$ cat config.mk
export PLATFORM = sky130hd
export DESIGN_NAME = eg_adsr
export DESIGN_NICKNAME = d
export VERILOG_FILES = /design/src/rtl/eg_pkg.sv /design/src/rtl/eg_rate_calc.sv /design/src/rtl/eg_step_timer.sv /design/src/rtl/eg_step_size.sv /design/src/rtl/eg_adsr.sv
export SDC_FILE = /design/constraint.sdc
export NUM_CORES = 1
export LEC_CHECK = 0
export BUFFER_PORTS_ARGS = -buffer_cell sky130_fd_sc_hd__buf_2
export CAP_MARGIN = 25
export CORE_AREA = 2 2 149 151
export CTS_BUF_LIST = sky130_fd_sc_hd__clkbuf_16
export CTS_CLUSTER_SIZE = 25
export DETAILED_ROUTE_END_ITERATION = 16
export DIE_AREA = 0 0 151 153
export MAX_ROUTING_LAYER = met4
export PLACE_DENSITY = 0.46
export SLEW_MARGIN = 20
export SYNTH_ARGS = -nofsm -noshare
export SYNTH_HDL_FRONTEND = slang
export SYNTH_HIERARCHICAL = 1
export SYNTH_SLANG_ARGS = --single-unit
$ cat constraint.sdc
create_clock -name clk -period 9.5 [get_ports clk]
set_input_delay 0.95 -clock clk [delete_from_list [all_inputs] [get_ports clk]]
set_output_delay 0.95 -clock clk [all_outputs]
set_load 0.01 [all_outputs]
$ cat src/rtl/eg_pkg.sv
package eg_pkg;
    localparam int RATE_W     = 5;
    localparam int ERATE_W    = 6;
    localparam int LVL_W      = 11;
    localparam int OUT_W      = 13;
    localparam int TMR_W      = 14;
    localparam int BASE_LOG2  = 12;

    localparam logic [ERATE_W-1:0] ERATE_FAST = 6'h30;
    localparam logic [ERATE_W-1:0] ERATE_MAX  = 6'h3C;
    localparam logic [LVL_W-1:0]   LVL_CEIL   = 11'h3BF;
    localparam logic [LVL_W-1:0]   LVL_START  = 11'h280;
    localparam logic [OUT_W-1:0]   OUT_DEAD   = 13'h1FFF;

    typedef enum logic [1:0] {
        ST_ATK = 2'd0,
        ST_DEC = 2'd1,
        ST_SUS = 2'd2,
        ST_REL = 2'd3
    } eg_stage_e;

    typedef struct packed {
        eg_stage_e          stage;
        logic               active;
        logic [LVL_W-1:0]   level;
    } eg_state_t;

    // Phase k of the four-step pattern takes the faster step for sub-rate m.
    function automatic logic fast_phase(input logic [1:0] m, input logic [1:0] k);
        case (m)
            2'd1:    fast_phase = (k == 2'd0);
            2'd2:    fast_phase = ~k[0];
            2'd3:    fast_phase = (k != 2'd3);
            default: fast_phase = 1'b0;
        endcase
    endfunction
endpackage

$ cat src/rtl/eg_rate_calc.sv
module eg_rate_calc
    import eg_pkg::*;
(
    input  logic [RATE_W-1:0]  rate,
    input  logic [3:0]         krs,
    input  logic [3:0]         oct,
    input  logic               fns_msb,
    output logic [ERATE_W-1:0] erate
);
    logic signed [7:0] sum;
    logic signed [8:0] dbl;

    always_comb begin
        sum = $signed({3'b0, rate}) + $signed({4'b0, krs}) + $signed({{4{oct[3]}}, oct});
        if (krs == 4'hF)
            dbl = $signed({3'b0, rate, 1'b0});
        else
            dbl = $signed({sum, 1'b0}) + $signed({8'b0, fns_msb});
        if (dbl < 9'sd0)
            erate = '0;
        else if (dbl > 9'sd60)
            erate = ERATE_MAX;
        else
            erate = dbl[ERATE_W-1:0];
    end
endmodule

$ cat src/rtl/eg_step_timer.sv
module eg_step_timer
    import eg_pkg::*;
#(
    parameter int CNT_W     = TMR_W,
    parameter int BASE_SHFT = BASE_LOG2
) (
    input  logic               clk,
    input  logic               rst,
    input  logic               tick,
    input  logic               restart,
    input  logic [ERATE_W-1:0] erate,
    output logic               step,
    output logic [1:0]         phase
);
    localparam logic [CNT_W-1:0] BASE_MAX = CNT_W'(1) << BASE_SHFT;

    logic [ERATE_W-1:0] r_eff, r_off;
    logic [1:0]         pat;
    logic [3:0]         grp;
    logic [CNT_W-1:0]   base, interval, tmr;
    logic [CNT_W:0]     tmr_nx;
    logic [2:0]         pos, pos_last;

    always_comb begin
        r_eff = (erate > ERATE_FAST) ? ERATE_FAST : erate;
        r_off = r_eff - 6'd2;
        pat   = r_off[1:0];
        grp   = r_off[5:2];
        base  = BASE_MAX >> grp;
        case (pat)
            2'd0: begin
                interval = (pos == 3'd0) ? (base << 1) : base;
                pos_last = 3'd2;
            end
            2'd1: begin
                interval = (pos == 3'd0) ? (base << 1) : base;
                pos_last = 3'd6;
            end
            2'd2: begin
                interval = base;
                pos_last = 3'd0;
            end
            default: begin
                interval = (pos >= 3'd3) ? (base >> 1) : base;
                pos_last = 3'd4;
            end
        endcase
        if (r_eff < 6'd2)
            interval = '0;
        tmr_nx = {1'b0, tmr} + 1'b1;
        step   = tick && (interval != '0) && (tmr_nx >= {1'b0, interval});
    end

    always_ff @(posedge clk) begin
        if (rst || restart) begin
            tmr   <= '0;
            pos   <= '0;
            phase <= '0;
        end else if (tick && interval != '0) begin
            if (step) begin
                tmr   <= '0;
                pos   <= (pos >= pos_last) ? 3'd0 : pos + 3'd1;
                phase <= phase + 2'd1;
            end else begin
                tmr   <= tmr_nx[CNT_W-1:0];
            end
        end
    end
endmodule

$ cat src/rtl/eg_step_size.sv
module eg_step_size
    import eg_pkg::*;
(
    input  logic [ERATE_W-1:0] erate,
    input  logic [1:0]         phase,
    output logic [2:0]         atk_shift,
    output logic [3:0]         rise
);
    logic [3:0] d;
    logic [1:0] q;
    logic       f;

    always_comb begin
        d = 4'(erate - ERATE_FAST);
        q = d[3:2];
        f = fast_phase(d[1:0], phase);
        if (erate <= ERATE_FAST) begin
            atk_shift = 3'd4;
            rise      = 4'd1;
        end else if (erate >= ERATE_MAX) begin
            atk_shift = 3'd1;
            rise      = 4'd8;
        end else begin
            atk_shift = 3'd4 - {1'b0, q} - {2'b0, f};
            rise      = 4'd1 << ({1'b0, q} + {2'b0, f});
        end
    end
endmodule

$ cat src/rtl/eg_adsr.sv
module eg_adsr
    import eg_pkg::*;
(
    input  logic              clk,
    input  logic              rst,
    input  logic              tick,
    input  logic              key_on,
    input  logic              key_off,
    input  logic [RATE_W-1:0] atk_rate,
    input  logic [RATE_W-1:0] dec_rate,
    input  logic [RATE_W-1:0] sus_rate,
    input  logic [RATE_W-1:0] rel_rate,
    input  logic [4:0]        dec_lvl,
    input  logic [3:0]        krs,
    input  logic [3:0]        oct,
    input  logic              fns_msb,
    input  logic              link_en,
    input  logic              loop_passed,
    output logic [OUT_W-1:0]  atten,
    output logic [1:0]        stage,
    output logic              active
);
    eg_state_t          cur, nxt;
    logic               restart, step;
    logic [1:0]         phase;
    logic [RATE_W-1:0]  sel_rate;
    logic [ERATE_W-1:0] erate;
    logic [2:0]         atk_shift;
    logic [3:0]         rise;
    logic [LVL_W-1:0]   atk_dec, rise_sum, dec_thr;

    always_comb begin
        unique case (cur.stage)
            ST_ATK: sel_rate = atk_rate;
            ST_DEC: sel_rate = dec_rate;
            ST_SUS: sel_rate = sus_rate;
            ST_REL: sel_rate = rel_rate;
        endcase
    end

    eg_rate_calc u_rate (
        .rate    (sel_rate),
        .krs     (krs),
        .oct     (oct),
        .fns_msb (fns_msb),
        .erate   (erate)
    );

    eg_step_timer u_timer (
        .clk     (clk),
        .rst     (rst),
        .tick    (tick),
        .restart (restart),
        .erate   (erate),
        .step    (step),
        .phase   (phase)
    );

    eg_step_size u_size (
        .erate     (erate),
        .phase     (phase),
        .atk_shift (atk_shift),
        .rise      (rise)
    );

    always_comb begin
        nxt      = cur;
        restart  = 1'b0;
        atk_dec  = (cur.level >> atk_shift) + 11'd1;
        rise_sum = cur.level + {7'b0, rise};
        dec_thr  = {1'b0, dec_lvl, 5'b0};
        if (tick) begin
            if (key_on && (!cur.active || cur.stage == ST_REL)) begin
                nxt.active = 1'b1;
                nxt.stage  = ST_ATK;
                nxt.level  = LVL_START;
                restart    = 1'b1;
            end else if (key_off && cur.active && cur.stage != ST_REL) begin
                nxt.stage  = ST_REL;
                restart    = 1'b1;
            end else if (cur.active) begin
                unique case (cur.stage)
                    ST_ATK: begin
                        if (link_en && loop_passed) begin
                            nxt.stage = ST_DEC;
                            restart   = 1'b1;
                        end else if (step) begin
                            if (atk_dec >= cur.level) begin
                                nxt.level = '0;
                                nxt.stage = ST_DEC;
                                restart   = 1'b1;
                            end else begin
                                nxt.level = cur.level - atk_dec;
                            end
                        end
                    end
                    ST_DEC: begin
                        if (cur.level >= dec_thr) begin
                            nxt.stage = ST_SUS;
                            restart   = 1'b1;
                        end else if (step) begin
                            nxt.level = rise_sum;
                        end
                    end
                    ST_SUS, ST_REL: begin
                        if (step)
                            nxt.level = rise_sum;
                    end
                endcase
                if (nxt.level > LVL_CEIL)
                    nxt.active = 1'b0;
            end
        end
    end

    always_ff @(posedge clk) begin
        if (rst) begin
            cur.stage  <= ST_REL;
            cur.active <= 1'b0;
            cur.level  <= '1;
        end else begin
            cur <= nxt;
        end
    end

    assign atten  = cur.active ? {2'b0, cur.level} : OUT_DEAD;
    assign stage  = cur.stage;
    assign active = cur.active;
endmodule

# Yosys cells after proc, flatten, opt, wreduce, memory -nomap -nowiden
# Cells that the tools add are included.
word_totals:
  ramBits: 0
  out_inout_bits: 16
  word_cells: 121
  regBits: 33
  latchBits: 0
  n_memories: 0
  romBits: 0
classes:
  muxes: 47
  add_sub_neg: 14
  div: 0
  order_cmp: 12
  reduce_logical: 23
  bitwise: 1
  shifts: 3
  mul: 0
  n_eq_ne: 15
op_table:
  columns: ["cell", "count"]
  rows:
  - ["$mux W11", 9]
  - ["$mux W14", 6]
  - ["$pmux W11 S3", 1]
  - ["$pmux W14 S2", 1]
  - ["$pmux W5 S4", 1]
  - ["$mux W6", 3]
  - ["$add A14 B1 Y15 const B", 1]
  - ["$ge A15 B14 Y1", 1]
  - ["$reduce_bool A14 Y1", 1]
  - ["$shr A13 B4 Y14 const A", 1]
  - ["$mux W13", 1]
  - ["$mux W12", 1]
  - ["$add A11 B1 Y11 const B", 1]
  - ["$add A11 B4 Y11", 1]
  - ["$ge A11 B10 Y1", 1]
  - ["$ge A11 B11 Y1", 1]
  - ["$gt A11 B10 Y1 const B", 1]
  - ["$shr A11 B3 Y11", 1]
  - ["$sub A11 B11 Y11", 1]
  - ["$eq A2 B2 Y1 const B", 5]
  - ["$mux W2", 5]
  - ["$ne A5 B5 Y1 const B", 2]
  - ["$add A9 B2 Y9", 1]
  - ["$gt A9 B7 Y1 const B", 1]
  - ["other kinds (42)", 67]

# Logic depth before layout (Yosys ltp)
# Gate-level depths: netlist of run 1.
logic_depth:
  word_depth: 31
  mapped_depth: 44

# Modules after synthesis
# The synthesis of run 1 kept the hierarchy.
modules_own_cells:
  columns: ["mod", "instances", "seq_area_each_um2", "cells_per_inst", "area_each_um2"]
  rows:
  - ["eg_step_timer", 1, 380.4, 343, 2587.5]
  - ["eg_adsr", 1, 280.3, 336, 2542.4]
  - ["eg_rate_calc", 1, 0.0, 69, 618.1]
  - ["eg_step_size", 1, 0.0, 27, 219.0]

# Least setup slack after synthesis of run 1
# Ideal clock, no wire load.
synth_timing:
  path_type: "input-to-reg"
  from: "in rel_rate[0]"
  to: "reg u_timer.pos[2]"
  n_path_buf: 5
  t_required_ns: 9.428
  setup_ns: 0.072
  setup_slack_ns: -0.150
  arrival_ns: 9.578
  path_stages: 38
  path_cell_list: "mux4_2 -> ha_1 -> fa_1 -> a21o_1 -> a21oi_1 -> xnor2_1 -> ha_1 -> nand2_2 -> o31ai_4 -> xnor2_1 -> o31a_1 -> nand4_4 -> o32ai_1 -> buf_2 -> nand2_1 -> ha_1 -> clkbuf_1 -> clkbuf_1 -> (+2 left out) -> o21ai_1 -> inv_1 -> ha_1 -> and4_1 -> a21oi_1 -> o22ai_1 -> o41ai_1 -> nand3_1 -> nand2_1 -> a21oi_4 -> clkbuf_1 -> a211oi_1 -> nor3b_2 -> or2_2 -> clkbuf_1 -> a211o_1 -> or2_2 -> mux2i_1"
synth_between:
  elab_chain_cells: 26
synth_rtl:
  columns: ["item", "line_no", "source"]
  rows:
  - ["from (decl)", "eg_adsr.sv:12", "input logic [RATE_W-1:0] rel_rate,"]
  - ["$pmux W5 S4 *", "eg_adsr.sv:33", "unique case (cur.stage)"]
  - ["$add A5 B4 Y6", "eg_rate_calc.sv:14", "sum = $signed({3'b0, rate}) + $signed({4'b0, krs}) + $signed({{4{oct[3]}}, oct});"]
  - ["$add A7 B4 Y8", "eg_rate_calc.sv:14", null]
  - ["$add A9 B2 Y9", "eg_rate_calc.sv:18", "dbl = $signed({sum, 1'b0}) + $signed({8'b0, fns_msb});"]
  - ["$mux W9 *", "eg_rate_calc.sv:15", "if (krs == 4'hF)"]
  - ["$gt A9 B7 Y1", "eg_rate_calc.sv:21", "else if (dbl > 9'sd60)"]
  - ["$mux W6", "eg_rate_calc.sv:21", null]
  - ["$mux W6 *", "eg_rate_calc.sv:19", "if (dbl < 9'sd0)"]
  - ["net erate[1]", "eg_adsr.sv:27", "logic [ERATE_W-1:0] erate;"]
  - ["(+10 left out)", null, null]
  - ["net step", "eg_adsr.sv:24", "logic restart, step;"]
  - ["(+1 left out)", null, null]
  - ["$mux W1 *", "eg_adsr.sv:84", "if (link_en && loop_passed) begin"]
  - ["$pmux W1 S2 *", "eg_adsr.sv:82", "unique case (cur.stage)"]
  - ["$mux W1 *", "eg_adsr.sv:81", "end else if (cur.active) begin"]
  - ["$mux W1 *", "eg_adsr.sv:78", "end else if (key_off && cur.active && cur.stage != ST_REL) begin"]
  - ["$mux W1 *", "eg_adsr.sv:73", "if (key_on && (!cur.active || cur.stage == ST_REL)) begin"]
  - ["$mux W1 *", "eg_adsr.sv:72", "if (tick) begin"]
  - ["net restart", "eg_adsr.sv:24", null]
  - ["$logic_or A1 B1 Y1 *", "eg_step_timer.sv:55", "if (rst || restart) begin"]
  - ["to (signal assigned)", "eg_step_timer.sv:62", "pos <= (pos >= pos_last) ? 3'd0 : pos + 3'd1;"]
  - ["to (decl)", "eg_step_timer.sv:22", "logic [2:0] pos, pos_last;"]
# Mark *: on every way through the listed nets, which the timed path passes.
# A chain may end at the register's enable or synchronous reset.

# Final worst setup path of run 1
layout_timing:
  from: "in rel_rate[0]"
  to: "reg u_timer.pos[2]"
layout_between:
  elab_chain_cells: 26
layout_rtl:
  columns: ["item", "line_no", "source"]
  rows:
  - ["$pmux W5 S4 *", "eg_adsr.sv:33", null]
  - ["net sel_rate[0]", "eg_adsr.sv:26", "logic [RATE_W-1:0] sel_rate;"]
  - ["$add A5 B4 Y6", "eg_rate_calc.sv:14", null]
  - ["$add A7 B4 Y8", "eg_rate_calc.sv:14", null]
  - ["$add A9 B2 Y9", "eg_rate_calc.sv:18", null]
  - ["$mux W9 *", "eg_rate_calc.sv:15", null]
  - ["$gt A9 B7 Y1", "eg_rate_calc.sv:21", null]
  - ["$mux W6", "eg_rate_calc.sv:21", null]
  - ["(+1 left out)", null, null]
  - ["net erate[1]", "eg_adsr.sv:27", null]
  - ["(+6 left out)", null, null]
  - ["net atk_shift[0]", "eg_adsr.sv:28", "logic [2:0] atk_shift;"]
  - ["(+5 left out)", null, null]
  - ["$mux W1 *", "eg_adsr.sv:84", null]
  - ["$pmux W1 S2 *", "eg_adsr.sv:82", null]
  - ["$mux W1 *", "eg_adsr.sv:81", null]
  - ["$mux W1 *", "eg_adsr.sv:78", null]
  - ["$mux W1 *", "eg_adsr.sv:73", null]
  - ["$mux W1 *", "eg_adsr.sv:72", null]
  - ["net restart", "eg_adsr.sv:24", null]
  - ["$logic_or A1 B1 Y1 *", "eg_step_timer.sv:55", null]
# The timed path passes the listed nets; every way through them passes the cells marked *.

==> reports/metrics.sh, run 1 <==
OUTCOME='finished clean'
POWER_DENSITY_nW_PER_UM2=343
PORT_BUFFERS=56
CP-END-KIND='flip-flop'
POSTSYNTHREGISTERBITS=33
NETSWITCHINGFRACTION_PCT=56.2
SYNTHTOLAYOUTAREAGROWTH_PCT=14.0
FINAL_ANTENNA_NET_COUNT=0
INTPOWER_mW=1.02
NETLIST_INSTANCES=775
MAX_CAP_VIOL_COUNT=0
POST-PLACE-CELLS=1099
NUMCTSBUFFERS=5
HOLD_VIOLATIONS=0
ROW_COUNT=54
NUM_VIAS=5925
DRT_PASS1_ITERATIONS=5
STATIC-LEAKAGE-POWER_nW=2.66
DIE_H_MICRONS=153
WORST_IR_DROP_VDD_uV=432
FMAX_MHz=112
TOTALWIRELENGTH_MICRONS=17900
HOLDBUFCOUNTCTS=0
SETUP_VIOL=0
DRV_SLEW=0
HTREEDEPTH=2
IO_PINS=57
SEQ_AREA_FRAC_SYNTH_PCT=11.1
CLK_ROOT_BUFFER_CELL='sky130_fd_sc_hd__clkbuf_16'
FINALCLOCKSKEW_PS=6.93
SYNTH_FP_NETS=878
GLOBALROUTEOVERFLOWTOTAL=0
ASYNC_FLOP_SHARE_PCT=0
PWR-SHARE-COMB_PCT=86.1
POST_SYNTH_DESIGN_CELL_AREA_SQ_UM=5970
WORST-ENDPOINT-ARRIVAL_PS=9130
INSERTEDDIODECOUNT=0
REGISTER_AREA_SQ_UM=661
FINALNONFILLERCELLS=1109
FIRST_GLOBAL_VIAS=5761
DIE_W_MICRONS=151
TRITONCTS='built'
SYNTH_TOP_FLOP_CELL='sky130_fd_sc_hd__dfxtp_1'
CTSLONGESTPATHBUFFERS=2
SWITCHING_POWER_mW=1.31
CP_SLOWEST_STAGE_DELAY_PS=510
CRIT_PATH_MAX_FANOUT=7
GLOBALROUTETOTALUTIL_PCT=16.4
GRT_FIRST_PASS_WIRELENGTH_MICRONS=30000
ANTENNA_FOUND_INITIAL=0
CTS.CLK_SLEW.WORST_PATHS_PS=50
SYNTH_AREA_PER_INST_SQ_UM=7.70
WORSTPATHREQUIRED_PS=9710
DPL.HPWL_MICRONS=14200
POST-ROUTE-PERIOD-UTIL_PCT=93.9
AVGVIACOUNTPERCELL=5.34
CTS_SINKS=33
CLK_LAT_WORST_SKEW_PS=280
SYNTH-EDFF-COUNT=0
YS_TOP_CELLS_BY_AREA='sky130_fd_sc_hd__ha_1 (12%), sky130_fd_sc_hd__dfxtp_1 (11%), sky130_fd_sc_hd__nand2_1 (5.6%), sky130_fd_sc_hd__a21oi_1 (4.2%), sky130_fd_sc_hd__xnor2_1 (3.8%)'
MAXIMUM_NUMBER_OF_PINS_ON_ONE_NET_BEFORE_GLOBAL_ROUTE_REPAIR=23
FINALCRITICALPERIOD_PS=8920
FINAL_NET_COUNT=932
POWER_FRAC_SEQ_PCT=7.3
YS.WARNINGS.COUNT=6
INITIAL_UTILIZATION_PCT=27.8
CRIT_SLOWEST_CELL='sky130_fd_sc_hd__mux4_2'
DRC_MARKERS=0
MULTIINPUTGATEAREA_SQ_UM=4970
SYNTH_TOP_CELL_BY_AREA='sky130_fd_sc_hd__ha_1'
DETAIL_ROUTE.WL_PER_CELL_MICRONS=16.2
LAYOUT-DRIVE-GT1-SHARE_PCT=20.9
CORE-AREA_SQ_UM=21500
WORST_SLEW_PIN_SLEW_PS=840
SYNTH_TOP_AREA_SHARE_PCT=12.2
CRITICAL_PATH.STARTPOINT_TYPE='primary input'
SYNTH.LIB_CELLS_USED.DISTINCT=104
CRITPATHMOSTFREQUENTCELL='sky130_fd_sc_hd__ha_1'
CRIT_TYPE='primary input to flip-flop'
DRT-INITIAL-DRC-COUNT=298
HOLD_CLASS='flip-flop to flip-flop'
SLEW-LIMIT-HEADROOM_PCT=43.9
TOTAL_POWER_mW=2.34
NUM-FILL-CELLS=2359
DIEAREA_SQ_UM=23100
POWER.CLOCK.FRACTION_PCT=6.6
GP_CONGESTION=0.891
metal layers:
layer / global-route usage (%) / wire length, microns / part of all wire, % / vias up
met5: - / 0 / 0 / -
met4: 3.87 / 311 / 1.7 / 0
met3: 1.31 / 547 / 3.1 / 24
met2: 28.1 / 8710 / 49 / 120
met1: 21.0 / 8350 / 47 / 2794
li1: - / - / - / 2987
final cells by class:
cell class | instances | share of cell area [%]
multi-input cells | 654 | 73.0
well taps | 280 | 5.15
repair buffers | 83 | 7.28
clock inverters | 2 | 0.165
clock buffers | 5 | 1.84
flip-flops and latches | 33 | 9.71
inverters | 52 | 2.87
worst paths after layout:
check / from / endpoint / slack (ps) / cells past startpoint
hold reg to reg: u_timer/tmr[1] / u_timer/tmr[1] / 480 / 2
setup / recovery: rel_rate[0] / u_timer/pos[2] / 580 / 38
hold / removal: u_timer/tmr[1] / u_timer/tmr[1] / 480 / 2
setup reg to reg: stage[0] / u_timer/pos[2] / 780 / 37
worst max-delay path, delay by kind of cell:
family                     cells  cell delay (ps)
AOI/OAI and AO/OA             12             2700
buffers and inverters          3              350
adders and majority gates      6             1870
xor gates and xnor gates       3              550
and+or+nand+nor               11             1580
muxes                          3             1110
logic make-up (layout without fill, tap and decap cells):
group	Yosys count	in the layout	share of synthesized area (%)
DFF	33	33	11.1
AOI/OAI and AO/OA	224	224	28.5
muxes	24	24	5.98
xor gates and xnor gates	45	45	6.61
buffers and inverters	88	142	6.56
adders and majority gates	62	62	13.5
and+or+nand+nor	299	299	27.8
power by group through the flow:
stage / registers [mW] / logic (mW) / clock network [mW]
6_report: 0.169 / 2.01 / 0.155
4_1_cts: 0.170 / 1.97 / 0.160
3_5_place_dp: 0.173 / 1.96 / 0
2_1_floorplan: 0.159 / 1.52 / 0
3_3_place_gp: 0.174 / 1.99 / 0
5_1_grt: 0.172 / 2.24 / 0.169
cells in the mapped netlist, types with 4 or more instances:
cell and number:
sky130_fd_sc_hd__a211o_1 7, sky130_fd_sc_hd__a211oi_1 9, sky130_fd_sc_hd__a21o_1 13, sky130_fd_sc_hd__a21oi_1 50
sky130_fd_sc_hd__a21oi_2 6, sky130_fd_sc_hd__a221oi_1 4, sky130_fd_sc_hd__a31oi_1 8, sky130_fd_sc_hd__and2_1 4
sky130_fd_sc_hd__and3_1 7, sky130_fd_sc_hd__buf_2 7, sky130_fd_sc_hd__buf_4 8, sky130_fd_sc_hd__clkbuf_1 17
sky130_fd_sc_hd__dfxtp_1 33, sky130_fd_sc_hd__fa_1 4, sky130_fd_sc_hd__ha_1 58, sky130_fd_sc_hd__inv_1 49
sky130_fd_sc_hd__mux2i_1 12, sky130_fd_sc_hd__mux4_2 9, sky130_fd_sc_hd__nand2_1 89, sky130_fd_sc_hd__nand2b_1 15
sky130_fd_sc_hd__nand3_1 22, sky130_fd_sc_hd__nand3b_1 4, sky130_fd_sc_hd__nand4_1 11, sky130_fd_sc_hd__nor2_1 52
sky130_fd_sc_hd__nor2b_1 10, sky130_fd_sc_hd__nor3_1 18, sky130_fd_sc_hd__nor4_1 6, sky130_fd_sc_hd__nor4_2 4
sky130_fd_sc_hd__o2111ai_1 4, sky130_fd_sc_hd__o211ai_1 10, sky130_fd_sc_hd__o21a_1 5, sky130_fd_sc_hd__o21ai_0 30
sky130_fd_sc_hd__o21ai_1 7, sky130_fd_sc_hd__o22ai_1 8, sky130_fd_sc_hd__or2_2 7, sky130_fd_sc_hd__or3_1 10
sky130_fd_sc_hd__xnor2_1 26, sky130_fd_sc_hd__xor2_1 19
stage by stage:
stage | instance area (sq um) | TNS, ps | util [%] | hold slack, ps | setup slack, ps
after floorplan | 5970 | 0 | - | 438 | 12.1
after global placement | 6610 | 0 | 30.8 | 470 | 190
after detailed placement | 6610 | 0 | 30.8 | 472 | 160
after CTS | 6750 | 0 | 31.4 | 479 | 446
after global routing | 6810 | -12.2 | 31.7 | 523 | -12.2
final | 6810 | 0 | 31.7 | 479 | 581
registers in the layout, summed over array words and instances (netlist names):
name           count
u_timer/tmr       14
u_timer/phase      2
u_timer/pos        3
cur               11
active             1
stage              2
timing repair:
item / 4_1_cts / 5_1_grt
setup buffers: 0 / 3
setup endpoints to repair: 0 / 15
gates resized for setup: 0 / 7
cells in the final DEF, fill, tap and decap left out, drive strengths merged, types with 6 or more instances in the layout:
cell type and instances:
buf 83, ha 58, nor3 20, nand2 90
o31ai 6, o21ai 40, xnor2 26, a221oi 7
nor2b 10, a31oi 10, nand4 13, nor2 54
or3 12, inv 50, mux2i 12, a211o 7
mux4 9, xor2 19, nor3b 6, and3 7
or2 9, a211oi 13, a21oi 58, o22ai 8
dfxtp 33, o211ai 11, nor4 11, nand2b 16
a21o 13, nand3 24
Note: power is estimated with default switching activity, not from simulation.
==> run 2, diff against run 1 <==
- PLACE_DENSITY: 0.46 -> 0.45
- clock period: 9.5 -> 10.5 ns (I/O delays scaled with it)
==> run 2 against run 1 <==
Compared with the run above: setup slack improved by 530 ps; clock power fell by 7%; first-iteration DRC count rose by 45%; non-clock buffer count fell by 14; largest power group unchanged; wire length fell by 0.77%; core utilization fell by 0.69 points.
==> reports/metrics.sh, run 2 (same netlist as run 1, synthesis figures left out) <==
WORST_R2R_ENDPOINT='u_timer/tmr[12]'
TRITONCTS='built'
HOLD_CLASS='flip-flop to flip-flop'
MAX_CAP_VIOL_COUNT=0  # unchanged
CORE-AREA_SQ_UM=21500  # unchanged
CTSLONGESTPATHBUFFERS=2  # unchanged
POST-PLACE-CELLS=1088  # -1.0%
CRITPATHMOSTFREQUENTCELL='sky130_fd_sc_hd__ha_1'
REGISTERS.TOP_BY_FF_COUNT='u_timer/tmr'
TIMING.SETUP.TNS_PS=0  # unchanged
PWR-SHARE-COMB_PCT=85.5  # -0.6 points
FIRST_GLOBAL_VIAS=5774  # +0.23%
CRIT_SLOWEST_CELL='sky130_fd_sc_hd__nor2_1'
CTS.CLK_SLEW.WORST_PATHS_PS=60  # about the same
HTREEDEPTH=2  # unchanged
GP_CONGESTION=0.837  # -6.0%
STARTPOINT='rel_rate[0]'
DIE_W_MICRONS=151  # unchanged
SYNTHTOLAYOUTAREAGROWTH_PCT=11.6
IO_PINS=57  # unchanged
DETAIL_ROUTE.WL_PER_CELL_MICRONS=16.2  # +0.41%
NETSWITCHINGFRACTION_PCT=56.8  # +0.65 points
PATH_DELAY_FAMILY='compound AO/OA/AOI/OAI gates'
MET2WIRELENGTH_MICRONS=8640  # -0.78%
FMAX_MHz=106
REG2REG_SETUP_SLACK_PS=1350  # +570 ps
NUMBER_OF_FLIP_FLOPS_IN_THE_LARGEST_REGISTER=14  # unchanged
ANTENNA_FOUND_INITIAL=0  # unchanged
FINALCLOCKSKEW_PS=7.60  # +0.670 ps
GRT_FIRST_PASS_WIRELENGTH_MICRONS=29800  # -0.62%
GLOBALROUTETOTALUTIL_PCT=16.1  # -0.31 points
MOST-COMMON-LAYOUT-CELLS='sky130_fd_sc_hd__nand2_1 (89), sky130_fd_sc_hd__ha_1 (58), sky130_fd_sc_hd__buf_2 (56)'
OUTCOME='finished clean'
WORSTPATHREQUIRED_PS=10700  # +990 ps
SETUP_VIOL=0  # unchanged
MAXIMUM_NUMBER_OF_PINS_ON_ONE_NET_BEFORE_GLOBAL_ROUTE_REPAIR=22  # -4.3%
STATIC-LEAKAGE-POWER_nW=2.59  # -2.5%
POWER_DENSITY_nW_PER_UM2=306  # -11%
LARGEST_REGISTERS='u_timer/tmr x14, cur x11, u_timer/pos x3'
CRIT_TYPE='primary input to flip-flop'
CRIT_END='u_timer/tmr[12]'
GLOBALROUTEOVERFLOWTOTAL=0  # unchanged
SLEW-LIMIT-HEADROOM_PCT=44.9  # +0.96 points
CLK_ROOT_BUFFER_CELL='sky130_fd_sc_hd__clkbuf_16'
CTS_SINKS=33  # unchanged
CP-END-KIND='flip-flop'
WORST_IR_DROP_VDD_uV=280  # -35%
DRT-INITIAL-DRC-COUNT=431  # +45%
INTPOWER_mW=0.881  # -14%
FINAL_NET_COUNT=918  # -1.5%
CLK_LAT_WORST_SKEW_PS=280  # about the same
POWER.CLOCK.FRACTION_PCT=7.0  # +0.4 points
HOLDWS_PS=483  # +3.52 ps
TOTAL_POWER_mW=2.04  # -13%
FINALCRITICALPERIOD_PS=9390
INITIAL_UTILIZATION_PCT=27.8  # unchanged
CTS-RESIZED-GATES=0  # unchanged
TOP_LAYER_USED='met4'
ROW_COUNT=54  # unchanged
CTS.REPAIR_TIMING.SETUP_BUFFER_COUNT=0  # unchanged
RSZ0062_AT_GRT='false'
AVGVIACOUNTPERCELL=5.31  # -0.64%
DPL.HPWL_MICRONS=14000  # -1.5%
DRT_PASS1_ITERATIONS=5  # unchanged
WORSTREGTOREGCELLS=36  # -2.7%
CP_SLOWEST_STAGE_DELAY_PS=600  # +90 ps
WORST_SLEW_PIN_SLEW_PS=826  # -14.3 ps
HOLDBUFCOUNTCTS=0  # unchanged
TOTALWIRELENGTH_MICRONS=17800  # -0.77%
POST-ROUTE-PERIOD-UTIL_PCT=89.4
PORT_BUFFERS=56  # unchanged
CRIT_CELLS=36  # -5.3%
POWER_FRAC_SEQ_PCT=7.4  # about the same
CRITICAL_PATH.STARTPOINT_TYPE='primary input'
HOLD_VIOLATIONS=0  # unchanged
SWITCHING_POWER_mW=1.16  # -12%
DRV_SLEW=0  # unchanged
LAYOUT.CELLS.MOST_COMMON='sky130_fd_sc_hd__nand2_1'
MET3_WIRELENGTH_MICRONS=433  # -21%
DIE_H_MICRONS=153  # unchanged
DRC_MARKERS=0  # unchanged
DIEAREA_SQ_UM=23100  # unchanged
FINALNONFILLERCELLS=1096  # -1.2%
FINALCOREUTILIZATION_PCT=31.0  # -0.69 points
LAYOUT-DRIVE-GT1-SHARE_PCT=19.0  # -1.9 points
ROUTEDLENGTHMET1_MICRONS=8550  # +2.4%
CRIT_PATH_MAX_FANOUT=14  # +7
FINAL_ANTENNA_NET_COUNT=0  # unchanged
TIMING.CRITICAL_PATH.BUF_INV=3  # unchanged
REGTOREGSTARTPOINT='stage[0]'
NUMCTSBUFFERS=5  # unchanged
WORST-ENDPOINT-ARRIVAL_PS=9590  # +460 ps
INSERTEDDIODECOUNT=0  # unchanged
NUM_VIAS=5818  # -1.8%
-- run 2: cell types whose count changed in the layout (fill, tap and decap cells not counted), moves of 2 or more --
cell,delta
sky130_fd_sc_hd__clkinv_2,+2
sky130_fd_sc_hd__buf_4,-13
sky130_fd_sc_hd__nor2_2,-2
sky130_fd_sc_hd__nor2_1,+2
-- run 2: power by group through the flow --
| stage | combinational, mW | sequential (mW) | clock (mW) |
|---|---|---|---|
| 2_1_floorplan | 1.37 | 0.144 | 0 |
| 3_3_place_gp | 1.76 | 0.155 | 0 |
| 3_5_place_dp | 1.73 | 0.155 | 0 |
| 4_1_cts | 1.74 | 0.152 | 0.146 |
| 5_1_grt | 1.93 | 0.154 | 0.152 |
| 6_report | 1.74 | 0.152 | 0.144 |
-- run 2: worst reg2reg max path: cells and delay by family, from the launching register on --
kind	cells	cell delay [ps]
AOI/OAI and AO/OA	12	3040
and+or+nand+nor	12	2520
adders and majority gates	5	1530
buffers and inverters	3	660
muxes	1	560
xor gates and xnor gates	3	460
DFF	1	300
-- run 2: worst min path at each step --
stage	start	end	slack [ps]	cells after the start
global route	u_timer/phase[1]	u_timer/phase[1]	510	2
global placement	u_timer/tmr[13]	u_timer/tmr[13]	470	2
finish	u_timer/phase[1]	u_timer/phase[1]	480	2
CTS	u_timer/tmr[1]	u_timer/tmr[1]	480	2
detailed placement	u_timer/tmr[13]	u_timer/tmr[13]	480	2
floorplan	u_timer/phase[1]	u_timer/phase[1]	440	2
-- run 2: area by class of cell --
| type | count | area (sq um) |
|---|---|---|
| Fill cell | 2355 | 14800 |
| Multi-Input combinational cell | 654 | 4930 |
| Sequential cell | 33 | 661 |
| Timing Repair Buffer | 69 | 378 |
| Tap cell | 280 | 350 |
| Inverter | 52 | 195 |
| Clock buffer | 5 | 125 |
| Clock inverter | 3 | 13.8 |
-- run 2: per-layer routing --
metal / track usage [%] / up-vias
met4: 2.14 / 0
met3: 1.34 / 12
met1: 21.2 / 2743
li1: - / 2959
met2: 27.5 / 104
met5: - / -
-- run 2: through the flow --
step	setup WS, ps	cell area [sq um]
3_5_place_dp	848	6520
5_1_grt	315	6660
6_report	1110	6660
3_3_place_gp	783	6520
4_1_cts	1110	6660
2_1_floorplan	750	5970
